`src/rtl/synth_prog_pkg.sv`:
```
package synth_prog_pkg;
  localparam int BYTE_W     = 8;
  localparam int LOCK_BIT   = 6;
  localparam int NCH        = 2;
  localparam int PTR_STRIDE = 4;

  typedef enum logic [1:0] {
    FLD_N = 2'd0,
    FLD_M = 2'd1,
    FLD_P = 2'd2
  } fld_e;

  typedef enum logic [1:0] {
    SEL_ADDR = 2'd0,
    SEL_PIX  = 2'd1,
    SEL_LOOP = 2'd2,
    SEL_NONE = 2'd3
  } sel_e;

  function automatic fld_e fld_from_code(input logic [1:0] code);
    case (code)
      2'd1:    return FLD_M;
      2'd2:    return FLD_P;
      default: return FLD_N;
    endcase
  endfunction

  function automatic fld_e fld_next(input fld_e f);
    case (f)
      FLD_N:   return FLD_M;
      FLD_M:   return FLD_P;
      default: return FLD_N;
    endcase
  endfunction
endpackage

```
`src/rtl/synth_prog_chan.sv`:
```
module synth_prog_chan
  import synth_prog_pkg::*;
#(
  parameter int LOCK_CYCLES = 20
) (
  input  logic              clk,
  input  logic              rst_n,
  input  logic              ptr_load,
  input  fld_e              ptr_init,
  input  logic              wr_en,
  input  logic              rd_en,
  input  logic [BYTE_W-1:0] wdata,
  output logic [BYTE_W-1:0] div_n,
  output logic [BYTE_W-1:0] div_m,
  output logic [BYTE_W-1:0] div_p,
  output logic              locked,
  output fld_e              ptr,
  output logic [BYTE_W-1:0] view
);
  localparam int CW = $clog2(LOCK_CYCLES + 1);
  localparam logic [CW-1:0] CNT_LOAD = CW'(LOCK_CYCLES);

  logic [CW-1:0]     settle_cnt;
  logic [BYTE_W-1:0] p_view;

  // field pointer and divider storage
  always_ff @(posedge clk) begin
    if (!rst_n) begin
      ptr   <= FLD_N;
      div_n <= '0;
      div_m <= '0;
      div_p <= '0;
    end else begin
      if (ptr_load) begin
        ptr <= ptr_init;
      end else if (wr_en || rd_en) begin
        ptr <= fld_next(ptr);
      end
      if (wr_en) begin
        case (ptr)
          FLD_N:   div_n <= wdata;
          FLD_M:   div_m <= wdata;
          default: div_p <= wdata;
        endcase
      end
    end
  end

  // lock model: settle counter restarted on every divider write
  always_ff @(posedge clk) begin
    if (!rst_n) begin
      settle_cnt <= '0;
      locked     <= 1'b0;
    end else if (wr_en) begin
      settle_cnt <= CNT_LOAD;
      locked     <= 1'b0;
    end else if (settle_cnt != '0) begin
      settle_cnt <= settle_cnt - 1'b1;
      if (settle_cnt == CW'(1)) begin
        locked <= 1'b1;
      end
    end
  end

  always_comb begin
    p_view           = div_p;
    p_view[LOCK_BIT] = locked;
    case (ptr)
      FLD_N:   view = div_n;
      FLD_M:   view = div_m;
      default: view = p_view;
    endcase
  end
endmodule

```
`src/rtl/synth_prog_port.sv`:
```
module synth_prog_port
  import synth_prog_pkg::*;
#(
  parameter int LOCK_CYCLES = 20
) (
  input  logic       clk,
  input  logic       rst_n,
  input  logic       bus_wr,
  input  logic       bus_rd,
  input  logic [1:0] bus_sel,
  input  logic [7:0] bus_wdata,
  output logic       rsp_valid,
  output logic [7:0] rsp_data,
  output logic [7:0] pix_n,
  output logic [7:0] pix_m,
  output logic [7:0] pix_p,
  output logic       pix_lock,
  output logic [7:0] loop_n,
  output logic [7:0] loop_m,
  output logic [7:0] loop_p,
  output logic       loop_lock
);
  logic              wr_go, rd_go, addr_wr;
  logic [BYTE_W-1:0] div_n [NCH];
  logic [BYTE_W-1:0] div_m [NCH];
  logic [BYTE_W-1:0] div_p [NCH];
  logic [BYTE_W-1:0] view  [NCH];
  logic              lock  [NCH];
  fld_e              ptr   [NCH];
  logic [BYTE_W-1:0] addr_view;
  logic [BYTE_W-1:0] rd_mux;

  // a write takes precedence over a read in the same cycle
  assign wr_go   = bus_wr;
  assign rd_go   = bus_rd && !bus_wr;
  assign addr_wr = wr_go && (bus_sel == SEL_ADDR);

  for (genvar c = 0; c < NCH; c++) begin : g_ch
    logic ch_hit;
    assign ch_hit = (bus_sel == 2'(c + 1));
    synth_prog_chan #(.LOCK_CYCLES(LOCK_CYCLES)) u_ch (
      .clk      (clk),
      .rst_n    (rst_n),
      .ptr_load (addr_wr),
      .ptr_init (fld_from_code(bus_wdata[c*PTR_STRIDE +: 2])),
      .wr_en    (wr_go && ch_hit),
      .rd_en    (rd_go && ch_hit),
      .wdata    (bus_wdata),
      .div_n    (div_n[c]),
      .div_m    (div_m[c]),
      .div_p    (div_p[c]),
      .locked   (lock[c]),
      .ptr      (ptr[c]),
      .view     (view[c])
    );
  end

  always_comb begin
    addr_view = '0;
    for (int c = 0; c < NCH; c++) begin
      addr_view[c*PTR_STRIDE +: 2] = ptr[c];
    end
    case (bus_sel)
      SEL_ADDR: rd_mux = addr_view;
      SEL_PIX:  rd_mux = view[0];
      SEL_LOOP: rd_mux = view[1];
      default:  rd_mux = '0;
    endcase
  end

  always_ff @(posedge clk) begin
    if (!rst_n) begin
      rsp_valid <= 1'b0;
      rsp_data  <= '0;
    end else begin
      rsp_valid <= rd_go;
      if (rd_go) begin
        rsp_data <= rd_mux;
      end
    end
  end

  assign pix_n     = div_n[0];
  assign pix_m     = div_m[0];
  assign pix_p     = div_p[0];
  assign pix_lock  = lock[0];
  assign loop_n    = div_n[1];
  assign loop_m    = div_m[1];
  assign loop_p    = div_p[1];
  assign loop_lock = lock[1];
endmodule

```
`config.mk`:
```
export PLATFORM = sky130hd
export DESIGN_NAME = synth_prog_port
export DESIGN_NICKNAME = d
export VERILOG_FILES = /design/src/rtl/synth_prog_pkg.sv /design/src/rtl/synth_prog_chan.sv /design/src/rtl/synth_prog_port.sv
export SDC_FILE = /design/constraint.sdc
export NUM_CORES = 1
export LEC_CHECK = 0
export CORE_MARGIN = 3
export CORE_UTILIZATION = 41
export CTS_CLUSTER_SIZE = 30
export DETAILED_ROUTE_END_ITERATION = 10
export PLACE_DENSITY_LB_ADDON = 0.08
export SYNTH_ARGS = -nofsm -noshare
export SYNTH_HDL_FRONTEND = slang
export SYNTH_SLANG_ARGS = --single-unit
export TNS_END_PERCENT = 20
```
`constraint.sdc`:
```
create_clock -name clk -period 1.95 [get_ports clk]
set_input_delay 0.39 -clock clk [delete_from_list [all_inputs] [get_ports clk]]
set_output_delay 0.39 -clock clk [all_outputs]
set_load 0.005 [all_outputs]
```
==> run_results.csv <==
group,metric,value,unit
pwr,ir_drop,346.3,uV
die,fp.dieH,97.04,um
job,max-cap-violations,0,
outcome,status,"complete, no violations",
cells_and_area,antenna_cells,0,
global_route,grt_max_degree,42,
detailed_routing,drt_iter0_markers,117,
worst_setup_path,end_kind,"flop",
worst_setup_path,reg2reg_depth,6,
timing,fmax,591.8,MHz
cells_and_area,synthToLayoutAreaGrowth,36.16,%
yosys,synth_edf_count,0,
cts,cts_tree,"yes",
cts,clk_pin_slew_worst_paths,0.08,ns
worst_setup_path,start_kind,"primary input",
yosys,yosysUniqueCellTypes,41,
cts,cts_max_path_buffers,2,
yosys,async_flop_share,0,
hold_path,hp-class,"flop to flop",
timing,worst_pin_slew,0.4551,ns
yosys,synth_area,3398,um2
cells_and_area,final_util,0.5866,
yosys,syn_nets,387,
placement,dp_hpwl,6585,um
cts,holdBufCountCts,0,
yosys,syn_inst,369,
placement,port-buffer-count,72,
timing,fin_setup_tns,0,ns
timing,fin_crit,1.690,ns
timing,fin_crit_sh,0.8665,
detailed_routing,firstDrtPassIters,4,
placement,gp_congestion,0.8117,
timing,setup_viol,0,
detailed_routing,route.detailed.drc,0,
placement,postPlaceCellArea,4431,um2
cts,numCtsBuffers,9,
yosys,ys_ff_latch,73,
global_route,grt_first_pass_wirelength,14630,um
worst_setup_path,cp.arrival,1.92,ns
die,coreArea,7888,um2
cells_and_area,design_area,4627,um2
worst_setup_path,endpoint,"g_ch[0].u_ch.div_n[4]$_SDFFE_PN0P_",
cells_and_area,nets,482,
pwr,p_per_area,780.8,nW/um2
worst_setup_path,critPathLaunch,"bus_wr",
cts,clock_latency,0.34,ns
global_route,grt_pass1_vias,2778,
detailed_routing,drt-total-wl,9198,um
pwr,leakage,1.764,nW
die,die_area,9417,um2
die,fp-row-count,32,
global_route,grt_usage,0.1942,
cells_and_area,finalNonFillerCells,571,
timing,finalHoldViolCount,0,
cells_and_area,drive_gt1_frac,0.1173,
yosys,ys_seq_area_frac,0.4300,
timing,rsz0062_at_grt,"no",
worst_setup_path,ff2ff_setup_slack,0.35,ns
yosys,syn_avg_cell_area,9.209,um2
timing,maxSlewViolCount,0,
timing,finClkSkew,0.007464,ns
detailed_routing,via_per_inst,5.105,
worst_setup_path,crit_required,2.18,ns
cts,clock_sinks,73,
worst_setup_path,r2r_start,"g_ch[1].u_ch.settle_cnt[0]$_SDFFE_PP0P_",
die,io_pins,73,
die,die_w,97.04,um
worst_setup_path,path_class,"primary input to flop",
worst_setup_path,crit_fanout,5,
cts,post-cts-setup-buffers,0,
yosys,synth_top_flop_cell,"dfxtp_1",
yosys,synth_warnings,0,
die,start_util,0.4308,
placement,place_inst,555,
detailed_routing,ant_nets,0,
cts,cts_htree_levels,3,
timing,relSlewSlack,0.6962,
cts,cts_resized,0,
detailed_routing,vias,2915,
cts,clockRootBuffer,"clkbuf_8",
global_route,antenna_found_initial,0,
detailed_routing,post_drt_wl_per_cell,16.11,um
pwr,power.total,3.613,mW
global_route,gr-total-overflow,0,
worst_setup_path,r2r_end,"g_ch[1].u_ch.settle_cnt[1]$_SDFFE_PP0P_",
critical path, cell delays in order:
cell and delay [ns]:
clkdlybuf4s50_1 0.64, nand3b_4 0.15, or3_1 0.35, buf_4 0.17
mux2i_1 0.14, nor2b_1 0.07
flip-flops by register name (all words and copies together), names as in the netlist:
register,flops
g_ch.u_ch.div_m,16
g_ch.u_ch.div_n,16
g_ch.u_ch.div_p,16
g_ch.u_ch.locked,2
g_ch.u_ch.ptr,4
g_ch.u_ch.settle_cnt,10
rsp_data,8
rsp_valid,1
cell families (layout without fill, tap and decap cells):
| logic type | count (synthesis) | in the layout | share of synthesized area |
|---|---|---|---|
| AOI/OAI and AO/OA | 75 | 75 | 0.1499 |
| buffers and inverters | 32 | 132 | 0.04307 |
| xor gates and xnor gates | 4 | 4 | 0.01031 |
| and+or+nand+nor | 133 | 133 | 0.2102 |
| adders and majority gates | 4 | 4 | 0.01473 |
| DFF | 73 | 73 | 0.4300 |
| muxes | 48 | 48 | 0.1418 |
power breakdown:
part           total [mW]  internal, mW  leakage [nW]  switching, mW
sequential           1.69          1.59         0.593          0.100
combinational       0.722         0.370          1.08          0.352
clock                1.20         0.622        0.0953          0.575
total                3.61          2.58          1.76           1.03
per-layer routing:
| layer | share of wire | global-route usage | vias up |
|---|---|---|---|
| met4 | 0.016 | 0.06803 | 0 |
| met5 | 0 | 0 | - |
| met3 | 0.039 | 0.03677 | 13 |
| li1 | - | - | 1467 |
| met1 | 0.49 | 0.2623 | 1371 |
| met2 | 0.46 | 0.3100 | 64 |
synthesized netlist by cell type, types with 5 or more instances:
master	count	share of area
buf_2	8	0.012
mux2i_1	47	0.14
a21oi_1	5	0.0074
nor2_1	11	0.012
o211ai_1	9	0.020
nand2_1	55	0.061
a21boi_0	20	0.044
clkbuf_1	9	0.0099
nor3_1	6	0.0088
a31oi_1	10	0.018
dfxtp_1	73	0.43
inv_1	9	0.0099
nor2b_1	39	0.072
o21ai_0	17	0.025
final cells by class:
| type | count | area (um2) |
|---|---|---|
| Inverter | 10 | 37.54 |
| Clock inverter | 5 | 55.05 |
| Timing Repair Buffer | 106 | 1013 |
| Clock buffer | 11 | 141.4 |
| Multi-Input combinational cell | 264 | 1790 |
| Sequential cell | 73 | 1461 |
| Tap cell | 102 | 127.6 |
| Fill cell | 724 | 3261 |
cell usage in the layout, fill, tap and decap left out, types with 4 or more instances in the layout:
cell,instances
nor2b_1,39
clkbuf_8,10
dfxtp_1,73
o21ai_0,17
o211ai_1,9
inv_1,9
clkdlybuf4s50_1,72
mux2i_1,47
nor2_1,11
ha_1,4
a21oi_1,5
nand2_1,55
buf_4,31
nor3_1,6
a21boi_0,20
xnor2_1,4
a31oi_1,10
stage by stage:
step,hold slack [ns],setup WS [ns]
2_1_floorplan,0.4600,0.5282
3_3_place_gp,0.4560,-0.07024
3_5_place_dp,0.4664,-0.09707
4_1_cts,0.4850,0.2555
5_1_grt,0.5152,0.1231
6_report,0.4860,0.2604
worst min-delay path by stage:
stage,start,endpoint,slack (ns),cells after the start
final,g_ch[1].u_ch.div_p[6]$_SDFFE_PN0P_,g_ch[1].u_ch.div_p[6]$_SDFFE_PN0P_,0.49,2
after floorplan,g_ch[1].u_ch.div_p[6]$_SDFFE_PN0P_,g_ch[1].u_ch.div_p[6]$_SDFFE_PN0P_,0.46,2
after global placement,rsp_data[1]$_SDFFE_PN0N_,rsp_data[1]$_SDFFE_PN0N_,0.46,2
after global routing,g_ch[0].u_ch.div_p[1]$_SDFFE_PN0P_,g_ch[0].u_ch.div_p[1]$_SDFFE_PN0P_,0.52,2
after CTS,g_ch[0].u_ch.div_p[6]$_SDFFE_PN0P_,g_ch[0].u_ch.div_p[6]$_SDFFE_PN0P_,0.49,2
after detailed placement,g_ch[0].u_ch.div_p[6]$_SDFFE_PN0P_,g_ch[0].u_ch.div_p[6]$_SDFFE_PN0P_,0.47,2
(Power assumes the default switching activity.)
